### config.mk
export PLATFORM = sky130hd
export DESIGN_NAME = gpio_mask_port
export DESIGN_NICKNAME = d
export VERILOG_FILES = /design/src/rtl/gpm_pkg.sv /design/src/rtl/gpm_rst_sync.sv /design/src/rtl/gpm_addr_dec.sv /design/src/rtl/gpm_in_sync.sv /design/src/rtl/gpm_port_regs.sv /design/src/rtl/gpm_rd_path.sv /design/src/rtl/gpio_mask_port.sv
export SDC_FILE = /design/constraint.sdc
export NUM_CORES = 1
export LEC_CHECK = 0
export CELL_PAD_IN_SITES_DETAIL_PLACEMENT = 1
export CELL_PAD_IN_SITES_GLOBAL_PLACEMENT = 1
export CORE_ASPECT_RATIO = 0.8
export CORE_UTILIZATION = 25
export CTS_CLUSTER_SIZE = 40
export DETAILED_ROUTE_END_ITERATION = 8
export GPL_TIMING_DRIVEN = 0
export PLACE_DENSITY_LB_ADDON = 0.1
export REMOVE_ABC_BUFFERS = 1
export SLEW_MARGIN = 5
export SYNTH_ARGS = -nofsm -noshare
export SYNTH_HDL_FRONTEND = slang
export SYNTH_SLANG_ARGS = --single-unit
### constraint.sdc
create_clock -name clk -period 1.4 [get_ports clk]
set_input_delay 0.28 -clock clk [delete_from_list [all_inputs] [get_ports clk]]
set_output_delay 0.28 -clock clk [all_outputs]
set_load 0.01 [all_outputs]
### src/rtl/gpm_pkg.sv
package gpm_pkg;
  // Which register an access addresses
  typedef enum logic [1:0] {
    SEL_NONE = 2'd0,
    SEL_DATA = 2'd1,
    SEL_DIR  = 2'd2
  } gpm_sel_e;
endpackage

### src/rtl/gpm_rst_sync.sv
module gpm_rst_sync #(
  parameter int STAGES = 2
) (
  input  logic clk,
  input  logic rst_n_i,
  output logic rst_n_o
);
  logic [STAGES-1:0] chain_q;
  logic [STAGES-1:0] chain_d;

  always_comb begin
    chain_d = {chain_q[STAGES-2:0], 1'b1};
  end

  always_ff @(posedge clk or negedge rst_n_i) begin
    if (!rst_n_i) chain_q <= '0;
    else          chain_q <= chain_d;
  end

  assign rst_n_o = chain_q[STAGES-1];
endmodule

### src/rtl/gpm_addr_dec.sv
module gpm_addr_dec
  import gpm_pkg::*;
#(
  parameter int ADDR_W   = 12,
  parameter int PORT_W   = 8,
  parameter int MASK_LSB = 2
) (
  input  logic [ADDR_W-1:0] addr,
  output gpm_sel_e          sel,
  output logic [PORT_W-1:0] mask
);
  localparam int MASK_MSB = MASK_LSB + PORT_W - 1;
  localparam int PAGE_W   = ADDR_W - MASK_MSB - 1;
  localparam logic [PAGE_W-1:0] PAGE_DATA = PAGE_W'(0);
  localparam logic [PAGE_W-1:0] PAGE_DIR  = PAGE_W'(1);

  logic [PAGE_W-1:0] page;
  logic              unused_byte_ofs;

  assign page            = addr[ADDR_W-1:MASK_MSB+1];
  assign mask            = addr[MASK_MSB:MASK_LSB];
  assign unused_byte_ofs = ^addr[MASK_LSB-1:0];   // byte offset ignored

  always_comb begin
    sel = SEL_NONE;
    if (page == PAGE_DATA)                   sel = SEL_DATA;
    else if (page == PAGE_DIR && mask == '0) sel = SEL_DIR;
  end
endmodule

### src/rtl/gpm_in_sync.sv
module gpm_in_sync #(
  parameter int PORT_W = 8,
  parameter int STAGES = 2
) (
  input  logic              clk,
  input  logic              rst_n,
  input  logic [PORT_W-1:0] pin_raw,
  output logic [PORT_W-1:0] pin_sync
);
  genvar g;
  generate
    for (g = 0; g < PORT_W; g++) begin : g_bit
      logic [STAGES-1:0] stage_q;
      logic [STAGES-1:0] stage_d;

      always_comb begin
        stage_d = {stage_q[STAGES-2:0], pin_raw[g]};
      end

      always_ff @(posedge clk or negedge rst_n) begin
        if (!rst_n) stage_q <= '0;
        else        stage_q <= stage_d;
      end

      assign pin_sync[g] = stage_q[STAGES-1];
    end
  endgenerate
endmodule

### src/rtl/gpm_port_regs.sv
module gpm_port_regs
  import gpm_pkg::*;
#(
  parameter int PORT_W = 8
) (
  input  logic              clk,
  input  logic              rst_n,
  input  logic              wr_en,
  input  gpm_sel_e          sel,
  input  logic [PORT_W-1:0] mask,
  input  logic [PORT_W-1:0] wdata,
  output logic [PORT_W-1:0] out_q,
  output logic [PORT_W-1:0] dir_q
);
  logic              out_en;
  logic              dir_en;
  logic [PORT_W-1:0] out_d;
  logic [PORT_W-1:0] dir_d;

  // next-state
  always_comb begin
    out_en = wr_en && (sel == SEL_DATA);
    dir_en = wr_en && (sel == SEL_DIR);
    out_d  = (out_q & ~mask) | (wdata & mask);
    dir_d  = wdata;
  end

  // registers with explicit enables
  always_ff @(posedge clk or negedge rst_n) begin
    if (!rst_n)      out_q <= '0;
    else if (out_en) out_q <= out_d;
  end

  always_ff @(posedge clk or negedge rst_n) begin
    if (!rst_n)      dir_q <= '0;
    else if (dir_en) dir_q <= dir_d;
  end

  AST_UNMASKED_HOLD: assert property (@(posedge clk) disable iff (!rst_n)
    wr_en |=> ((out_q & ~$past(mask)) == ($past(out_q) & ~$past(mask))));
  AST_MASKED_TAKE: assert property (@(posedge clk) disable iff (!rst_n)
    (wr_en && sel == SEL_DATA) |=> ((out_q & $past(mask)) == ($past(wdata) & $past(mask))));
  AST_OUT_QUIET: assert property (@(posedge clk) disable iff (!rst_n)
    !(wr_en && sel == SEL_DATA && mask != '0) |=> $stable(out_q));
  AST_DIR_QUIET: assert property (@(posedge clk) disable iff (!rst_n)
    !(wr_en && sel == SEL_DIR) |=> $stable(dir_q));
endmodule

### src/rtl/gpm_rd_path.sv
module gpm_rd_path
  import gpm_pkg::*;
#(
  parameter int PORT_W = 8,
  parameter int BUS_W  = 32
) (
  input  logic              clk,
  input  logic              rst_n,
  input  logic              rd_en,
  input  gpm_sel_e          sel,
  input  logic [PORT_W-1:0] mask,
  input  logic [PORT_W-1:0] out_q,
  input  logic [PORT_W-1:0] dir_q,
  input  logic [PORT_W-1:0] pin_sync,
  output logic [BUS_W-1:0]  rd_q
);
  localparam int PAD_W = BUS_W - PORT_W;

  logic [PORT_W-1:0] pin_view;
  logic [PORT_W-1:0] sel_val;
  logic [BUS_W-1:0]  rd_d;

  genvar g;
  generate
    for (g = 0; g < PORT_W; g++) begin : g_view
      assign pin_view[g] = dir_q[g] ? out_q[g] : pin_sync[g];
    end
  endgenerate

  always_comb begin
    unique case (sel)
      SEL_DATA: sel_val = pin_view & mask;
      SEL_DIR:  sel_val = dir_q;
      default:  sel_val = '0;
    endcase
    rd_d = {{PAD_W{1'b0}}, sel_val};
  end

  always_ff @(posedge clk or negedge rst_n) begin
    if (!rst_n)     rd_q <= '0;
    else if (rd_en) rd_q <= rd_d;
  end

  AST_RD_UNMASKED_ZERO: assert property (@(posedge clk) disable iff (!rst_n)
    (rd_en && sel == SEL_DATA) |=> ((rd_q[PORT_W-1:0] & ~$past(mask)) == '0));
  AST_RD_HOLD: assert property (@(posedge clk) disable iff (!rst_n)
    !rd_en |=> $stable(rd_q));
  AST_RD_PRE_WRITE: assert property (@(posedge clk) disable iff (!rst_n)
    (rd_en && sel == SEL_DATA) |=> ((rd_q[PORT_W-1:0] & $past(mask) & $past(dir_q))
                                    == ($past(out_q) & $past(mask) & $past(dir_q))));
endmodule

### src/rtl/gpio_mask_port.sv
module gpio_mask_port
  import gpm_pkg::*;
#(
  parameter int ADDR_W   = 12,
  parameter int BUS_W    = 32,
  parameter int PORT_W   = 8,
  parameter int MASK_LSB = 2,
  parameter int SYNC_STAGES = 2
) (
  input  logic              clk,
  input  logic              rst_n,
  input  logic [ADDR_W-1:0] bus_addr,
  input  logic [BUS_W-1:0]  bus_wdata,
  input  logic              bus_wr,
  input  logic              bus_rd,
  input  logic [PORT_W-1:0] pin_in,
  output logic [PORT_W-1:0] pin_out,
  output logic [PORT_W-1:0] pin_oe,
  output logic [BUS_W-1:0]  rd_data
);
  gpm_sel_e          acc_sel;
  logic [PORT_W-1:0] acc_mask;
  logic [PORT_W-1:0] pin_sync;
  logic [PORT_W-1:0] out_q;
  logic [PORT_W-1:0] dir_q;
  logic              rst_n_int;
  logic              unused_wdata_hi;

  assign unused_wdata_hi = ^bus_wdata[BUS_W-1:PORT_W];

  gpm_rst_sync #(.STAGES(2)) u_rst (
    .clk     (clk),
    .rst_n_i (rst_n),
    .rst_n_o (rst_n_int)
  );

  gpm_addr_dec #(.ADDR_W(ADDR_W), .PORT_W(PORT_W), .MASK_LSB(MASK_LSB)) u_dec (
    .addr (bus_addr),
    .sel  (acc_sel),
    .mask (acc_mask)
  );

  gpm_in_sync #(.PORT_W(PORT_W), .STAGES(SYNC_STAGES)) u_sync (
    .clk      (clk),
    .rst_n    (rst_n_int),
    .pin_raw  (pin_in),
    .pin_sync (pin_sync)
  );

  gpm_port_regs #(.PORT_W(PORT_W)) u_regs (
    .clk   (clk),
    .rst_n (rst_n_int),
    .wr_en (bus_wr),
    .sel   (acc_sel),
    .mask  (acc_mask),
    .wdata (bus_wdata[PORT_W-1:0]),
    .out_q (out_q),
    .dir_q (dir_q)
  );

  gpm_rd_path #(.PORT_W(PORT_W), .BUS_W(BUS_W)) u_rd (
    .clk      (clk),
    .rst_n    (rst_n_int),
    .rd_en    (bus_rd),
    .sel      (acc_sel),
    .mask     (acc_mask),
    .out_q    (out_q),
    .dir_q    (dir_q),
    .pin_sync (pin_sync),
    .rd_q     (rd_data)
  );

  assign pin_out = out_q;
  assign pin_oe  = dir_q;

  AST_HIGH_PAGE_READ_ZERO: assert property (@(posedge clk) disable iff (!rst_n_int)
    (bus_rd && bus_addr[ADDR_W-1]) |=> (rd_data == '0));
  AST_HIGH_PAGE_NO_WRITE: assert property (@(posedge clk) disable iff (!rst_n_int)
    (bus_wr && bus_addr[ADDR_W-1]) |=> ($stable(pin_out) && $stable(pin_oe)));
  AST_RD_UPPER_ZERO: assert property (@(posedge clk) disable iff (!rst_n_int)
    bus_rd |=> (rd_data[BUS_W-1:PORT_W] == '0));
endmodule

; ---- Word level (Yosys, flattened, before mapping)
; Index checks and enable logic that the tools add are counted.
[op_classes]
eq_ne = 3
div_mod_pow = 0
bitwise = 5
shift = 0
reduce_logical = 5
addsub = 0
n_lt_le_gt_ge = 0
n_mul = 0
n_mux = 11
[ops]
columns = op, n
row1 = $and 8x8->8, 3
row2 = $pmux 8 s2, 1
row3 = $logic_not 8->1, 1
row4 = $mux 1, 8
row5 = $not 8->8, 1
row6 = $or 8x8->8, 1
row7 = $eq 2x1->1 const B, 2
row8 = $mux 2, 2
row9 = $logic_and 1x1->1, 3
row10 = $eq 2x2->1 const B, 1
row11 = $logic_not 2->1, 1
[word_totals]
reg_bits = 42
output_inout_bits = 48
latchBits = 0
mem_count = 0
ramBits = 0
rom_bits = 0

; ---- Longest topological paths before layout
; Gate-level depths: netlist of the first run.
[logic_depth]
depth_word = 6
depth_mapped = 4
depth_no_buf = 3

; ---- Cells and area by module
; From an unflattened synthesis of the first run, not the netlist that was laid out.
[hier_totals]
hier_cells = 165
hier_area_um2 = 2014.4
[by_module_without_submodules]
columns = module, cells_per_inst, instances, area_each_um2
row1 = gpm_rd_path, 83, 1, 719.4
row2 = gpm_port_regs, 43, 1, 686.9
row3 = gpm_in_sync, 24, 1, 460.4
row4 = gpm_addr_dec, 12, 1, 93.8
row5 = gpm_rst_sync, 3, 1, 53.8

; ---- Worst setup path after synthesis of the first run
; Ideal clock, no wire load.
[synth_timing]
path_type = in2reg
startpoint = input bus_addr[8]
endpoint = register u_regs.dir_q[0]
t_arrival_ps = 1261
setup_slack_ps = 14
n_path_buf = 0
t_required_ps = 1275
setup_time_ps = 125
cell_stages = 3
cell_sequence = nor4_4 > nand4_4 > mux2_2
[synth_between]
elab_chain_cells = 6
[synth_lines]
columns = item, line
row1 = from (decl), gpio_mask_port.sv:12  ; input logic [ADDR_W-1:0] bus_addr,
row2 = $logic_not 8->1, gpm_addr_dec.sv:27  ; else if (page == PAGE_DIR && mask == '0) sel = SEL_DIR;
row3 = $logic_and 1x1->1, gpm_addr_dec.sv:27
row4 = $mux 2, gpm_addr_dec.sv:27
row5 = $mux 2, gpm_addr_dec.sv:26  ; if (page == PAGE_DATA) sel = SEL_DATA;
row6 = $eq 2x2->1, gpm_port_regs.sv:23  ; dir_en = wr_en && (sel == SEL_DIR);
row7 = $logic_and 1x1->1, gpm_port_regs.sv:23
row8 = to (signal assigned), gpm_port_regs.sv:36  ; else if (dir_en) dir_q <= dir_d;
row9 = to (decl), gpm_port_regs.sv:13  ; output logic [PORT_W-1:0] dir_q
; No other way between the ends.
; A chain may end at the register's enable or synchronous reset.

; ---- Worst setup path after layout of the first run
[layout_timing]
startpoint = input bus_addr[2]
endpoint = register u_regs.dir_q[4]
; The elaborated chain is that of the path after synthesis.

==> results of run 1 <==
[worst reg2reg max path: stages, from the launching register on]
cell	delay (ns)
dfrtp_1	0.36
buf_4	0.12
mux2_2	0.33
nand3_1	0.08
a31oi_1	0.08
[power groups by stage]
| stage | clock network [mW] | logic [mW] | registers, mW |
|---|---|---|---|
| after floorplan | 0 | 0.131 | 1.43 |
| after global placement | 0 | 0.443 | 1.41 |
| after detailed placement | 0 | 0.473 | 1.41 |
| after CTS | 0.956 | 0.427 | 1.38 |
| after global routing | 1.01 | 0.455 | 1.40 |
| final | 0.913 | 0.419 | 1.38 |
[layer usage]
metal / up-vias / global-route usage / wire length, um
li1: 583 / - / -
met5: - / 0 / 0
met1: 646 / 0.164 / 2030
met2: 60 / 0.200 / 2040
met3: 7 / 0.0356 / 281
met4: 0 / 0.0485 / 66
[worst paths after layout]
check,startpoint,end,slack [ns],depth (start not counted)
max,bus_addr[2],u_regs.dir_q[4],0.05,4
min,rst_n,u_rst.chain_q[1],0.14,1
max reg2reg,u_regs.dir_q[1],u_rd.rd_q[1],0.28,4
min reg2reg,u_rst.chain_q[1],u_sync.g_bit[3].stage_q[1],0.24,0
max in group asynchronous,u_rst.chain_q[1],u_regs.dir_q[4],0.68,1
min in group clk,bus_addr[8],u_rd.rd_q[6],0.30,3
[cells by family (layout without fill, tap and decap cells)]
group                  after synthesis  in the layout  synth area share
DFF                                 42             42             0.580
and+or+nand+nor                     37             37             0.130
buffers and inverters               28             71             0.109
muxes                               24             24             0.149
AOI/OAI and AO/OA                    8              8            0.0276
other                                2             25           0.00414
[final cells by class]
type / instances / area (um^2)
fillers: 763 / 4450
well taps: 87 / 109
clock buffers: 8 / 110
multi-input cells: 94 / 667
repair buffers: 63 / 567
flip-flops and latches: 42 / 1050
[through the flow]
stage               setup slack, ns  power, mW
global route                0.00605       2.86
finish                       0.0550       2.71
detailed placement           -0.978       1.88
global placement             -0.909       1.85
CTS                         0.00685       2.76
floorplan                    0.0142       1.56
[cell usage after synthesis]
cell type  instances
nand4_4            1
conb_1             2
dfrtp_1           42
nor2_2             1
nor2_1             9
nor4b_4            1
clkbuf_1           1
nand4_1            8
buf_1              1
buf_2              2
nand3_1           16
buf_4             24
a31oi_1            8
mux2_2            24
nor4_4             1
[timing repair]
action / 4_1_cts / 5_1_grt
setup buffers: 8 / 1
resized for setup: 45 / 8
setup endpoints to repair: 48 / 8
pin swaps: 4 / 3
==> results.tsv, run 1 <==
stage	metric	value	unit
floorplan	Core Area	6960	um^2
floorplan	area of the die	7600	um^2
synthesis	Synth area leader	dfrtp_1	
detailed_routing	Routed wire per std cell	15.0	um
synthesis	Cells after Synth	141	
floorplan	Initial Util	0.261	
detailed_routing	DR iter-0 viols	25	
setup_path	CP max-delay cell	mux2_4	
timing	relative slew slack	0.609	
placed_design	Area after DPL	2370	um^2
timing	unrepaired setup endpoints after global routing	false	
power	sequential share of power	0.508	
timing	Hold Vio Cnt, Final	0	
synthesis	top post-synthesis cells by area	dfrtp_1 58%, mux2_2 15%, buf_4 9.9%	
setup_path	delay-heaviest family, CP	simple AND/OR/NAND/NOR gates	
layout	nets	262	
placed_design	placed cells	277	
floorplan	FP Rows	27	
setup_path	Buf+Inv Stages, Crit Path	1	
placed_design	half-perimeter wire length after detailed placement	3080	um
layout	fin cells	294	
power	Pleak	1.17	nW
floorplan	IO Count	104	
clock_network	TritonCTS Sinks	42	
synthesis	Mean Syn Cell Area	12.9	um^2
power	P per Cell Area	1080	nW/um^2
clock_network	Clock Tree Buf Depth	2	
layout	n_diodes	0	
setup_path	Arr. time, crit path	1.52	ns
power	Comb power frac	0.155	
clock_network	Root Buffer	clkbuf_8	
timing	Pins Over Slew Limit	0	
power	clock group share of total power	0.337	
setup_path	crit path cell chain	dlygate4sd2_1 > nor4b_4 > nand4_4 > mux2_4	
clock_network	TritonCTS clock tree	yes	
clock_network	insertion delay of the later-clocked pin in the worst-skew pair	0.29	ns
placed_design	IO buf count	53	
synthesis	Synth top area share	0.580	
power	Int Power	2.02	mW
setup_path	slowest stage delay, CP	0.37	ns
timing	Final min period	1.35	ns
setup_path	crit end category	register	
timing	Final Skew	0.00345	ns
global_routing	Congestion Overflow GR	0	
synthesis	Synth cell types	15	
clock_network	CTS buffer count	5	
setup_path	CP startpoint kind	input pin	
timing	setup TNS	0	ns
global_routing	global-route wire length before repair	7370	um
global_routing	initial antenna violation count	0	
setup_path	critical path class	in2reg	
setup_path	maximum fanout along the worst path	8	
global_routing	vias in the first global route	1408	
detailed_routing	DRC	0	
clock_network	clock-pin transition on the worst setup and hold timing paths	0.08	ns
run	Max Cap Violations	0	
detailed_routing	vias	1296	
placed_design	RD Place Congestion	0.683	
layout	Syn-to-layout area delta	38.2	%
synthesis	Seq/Total Area, Yosys	0.580	
floorplan	Die W	97.2	um
power	switching portion of total power	0.253	
synthesis	number of synthesized register bits	42	
timing	Final Cycle Share	0.961	
power	Psw	0.686	mW
detailed_routing	antenna viol nets, final	0	
timing	Highest Clock Rate	743	MHz
layout	Core Util, Final	0.360	
global_routing	GRT Util Overall	0.126	
layout	most common cell after layout, fill and taps aside	dfrtp_1	
clock_network	CTS Hold Buffers Added	0	
global_routing	largest net degree at the start of global routing	22	
timing	minimum hold slack	0.136	ns
outcome	status	finished clean	
floorplan	Die Y-Extent	78.2	um
synthesis	Mapped Area	1810	um^2
timing	Worst Tran Pin Value	0.584	ns
setup_path	worst endpoint required time	1.58	ns
timing	final setup vio count	0	
power	VDD IR max	0.000394	V
layout	Design Area, Final	2500	um^2
layout	share of layout cells above drive strength 1	0.261	
detailed_routing	Routed WL	4420	um
layout	most frequent cells in the layout	41 x dfrtp_1, 28 x dlygate4sd2_1, 25 x conb_1	
synthesis	Synth warnings	0	
clock_network	H-tree depth	2	
detailed_routing	drt first pass iters	3	
worst_hold_path	Worst Hold Class	in2async	
detailed_routing	DR vias/cell	4.41	
(Power assumes the default switching activity.)
==> run 2, diff against run 1 <==
--- a/config.mk
+++ b/config.mk
@@ -12,7 +12,7 @@
 export CTS_CLUSTER_SIZE = 40
 export DETAILED_ROUTE_END_ITERATION = 8
 export GPL_TIMING_DRIVEN = 0
-export PLACE_DENSITY_LB_ADDON = 0.1
+export PLACE_DENSITY = 0.83
 export REMOVE_ABC_BUFFERS = 1
 export SLEW_MARGIN = 5
 export SYNTH_ARGS = -nofsm -noshare
==> run 2 against run 1 <==
Die area unchanged. Register-to-register slack about the same. Flip-flop and latch count unchanged. Sequential share of layout area up 0.45 points. Maximum frequency up 1.0%. Clock skew up 0.0028 ns. Core utilization down 0.38 points. Critical path depth up 1. Sequential power about the same. Critical path type unchanged.
==> results.tsv, run 2 (synthesis results as in run 1) <==
stage	metric	value	unit	change
timing	Pins Over Slew Limit	0		unchanged
detailed_routing	drt first pass iters	4		+1
layout	most common cell after layout, fill and taps aside	dfrtp_1		
setup_path	reg2reg start	u_regs.dir_q[6]		
timing	unrepaired setup endpoints after global routing	false		
layout	Core Util, Final	0.356		-0.00377
power	P per Cell Area	1060	nW/um^2	-2.4%
timing	Final Cycle Share	0.951		-0.00956
setup_path	CP max-delay cell	mux2_4		
clock_network	TritonCTS clock tree	yes		
worst_hold_path	Worst Hold Class	in2async		
clock_network	CTS buffer count	5		unchanged
outcome	status	finished clean		
setup_path	crit path cell chain	clkdlybuf4s15_2 > nor4b_4 > buf_4 > nand4_4 > mux2_4		
global_routing	global-route wire length before repair	7200	um	-2.3%
detailed_routing	Routed WL	4490	um	+1.6%
setup_path	crit end category	register		
timing	Final Skew	0.00621	ns	+0.00276 ns
layout	Syn-to-layout area delta	36.7	%	
detailed_routing	vias	1290		-0.46%
floorplan	Core Area	6960	um^2	unchanged
global_routing	Congestion Overflow GR	0		unchanged
setup_path	critical path class	in2reg		
floorplan	Initial Util	0.261		unchanged
floorplan	Die W	97.2	um	unchanged
global_routing	largest net degree at the start of global routing	28		+27%
detailed_routing	DRC	0		unchanged
setup_path	worst endpoint required time	1.58	ns	about the same
timing	relative slew slack	0.575		-0.0346
clock_network	Root Buffer	clkbuf_8		
setup_path	Buf+Inv Stages, Crit Path	2		+1
clock_network	clock-pin transition on the worst setup and hold timing paths	0.08	ns	about the same
setup_path	delay-heaviest family, CP	simple AND/OR/NAND/NOR gates		
timing	Final min period	1.33	ns	-0.0134 ns
clock_network	H-tree depth	2		unchanged
clock_network	insertion delay of the later-clocked pin in the worst-skew pair	0.29	ns	about the same
layout	n_diodes	0		unchanged
setup_path	R2R setup slack	0.28	ns	about the same
placed_design	placed cells	277		unchanged
setup_path	slowest stage delay, CP	0.38	ns	about the same
layout	share of layout cells above drive strength 1	0.267		+0.00612
power	VDD IR max	0.000474	V	+20%
setup_path	Arr. time, crit path	1.51	ns	about the same
detailed_routing	DR iter-0 viols	37		+48%
global_routing	initial antenna violation count	0		unchanged
placed_design	half-perimeter wire length after detailed placement	3240	um	+5.2%
timing	final setup vio count	0		unchanged
detailed_routing	DR vias/cell	4.40		-0.12%
layout	fin cells	293		-0.34%
setup_path	CP startpoint kind	input pin		
floorplan	area of the die	7600	um^2	unchanged
timing	Highest Clock Rate	751	MHz	+1.0%
floorplan	Die Y-Extent	78.2	um	unchanged
timing	Hold Vio Cnt, Final	0		unchanged
layout	nets	261		-0.38%
placed_design	RD Place Congestion	0.666		-2.5%
global_routing	GRT Util Overall	0.123		-0.00330
clock_network	Clock Tree Buf Depth	2		unchanged
detailed_routing	Routed wire per std cell	15.3	um	+1.9%
floorplan	FP Rows	27		unchanged
setup_path	origin of the worst setup path	bus_addr[11]		
floorplan	IO Count	104		unchanged
power	Pleak	1.16	nW	-0.59%
timing	Worst Tran Pin Value	0.636	ns	+0.0517 ns
global_routing	vias in the first global route	1375		-2.3%
detailed_routing	antenna viol nets, final	0		unchanged
setup_path	maximum fanout along the worst path	8		unchanged
layout	most frequent cells in the layout	41 x dfrtp_1, 25 x conb_1, 25 x dlygate4sd2_1		
run	Max Cap Violations	0		unchanged
placed_design	IO buf count	53		unchanged
clock_network	TritonCTS Sinks	42		unchanged
-- run 2: area by class of cell --
cell class | instances | area [um^2]
repair buffers | 62 | 548
multi-input cells | 94 | 674
fillers | 778 | 4480
clock inverters | 2 | 12.5
well taps | 87 | 109
clock buffers | 6 | 82.6
flip-flops and latches | 42 | 1050
-- run 2: through the flow --
stage / area (um^2) / hold WS [ns] / TNS, ns / total power, mW / setup WS, ns
floorplan: 1700 / -0.0156 / 0 / 1.56 / 0.0142
finish: 2480 / 0.140 / 0 / 2.62 / 0.0684
detailed placement: 2360 / 0.173 / -19.81 / 1.88 / -0.907
CTS: 2490 / 0.130 / 0 / 2.67 / 0.00642
global placement: 2340 / 0.332 / -30.81 / 1.85 / -0.861
global route: 2480 / 0.134 / 0 / 2.74 / 0.00128
-- run 2: layer usage --
metal	GRT usage	part of all wire	vias to the layer above
met1	0.150	0.43	645
met3	0.0347	0.059	5
met5	0	0	-
met4	0.0309	0.0076	0
met2	0.215	0.51	59
li1	-	-	581
-- run 2: power breakdown --
group	switching, mW	internal (mW)	leakage (nW)
registers	0.0652	1.31	0.515
clock network	0.422	0.397	0.0472
logic	0.210	0.212	0.602
total	0.696	1.92	1.16
-- run 2: worst paths after layout --
| path | endpoint | cells after the start |
|---|---|---|
| min in group clk | u_rd.rd_q[4] | 3 |
| worst min register to register | u_sync.g_bit[3].stage_q[1] | 0 |
| worst max-delay path | u_regs.dir_q[5] | 5 |
| worst max register to register | u_rd.rd_q[6] | 4 |
| max in group asynchronous | u_rd.rd_q[1] | 1 |
| worst min-delay path | u_rst.chain_q[1] | 1 |
-- run 2: what timing repair did --
| action | CTS | global route |
|---|---|---|
| pin swaps | 4 | 4 |
| resized for setup | 47 | 14 |
| setup endpoints to repair | 48 | 16 |
| buffers inserted | 7 | 1 |
| hold buffers | 0 | 0 |
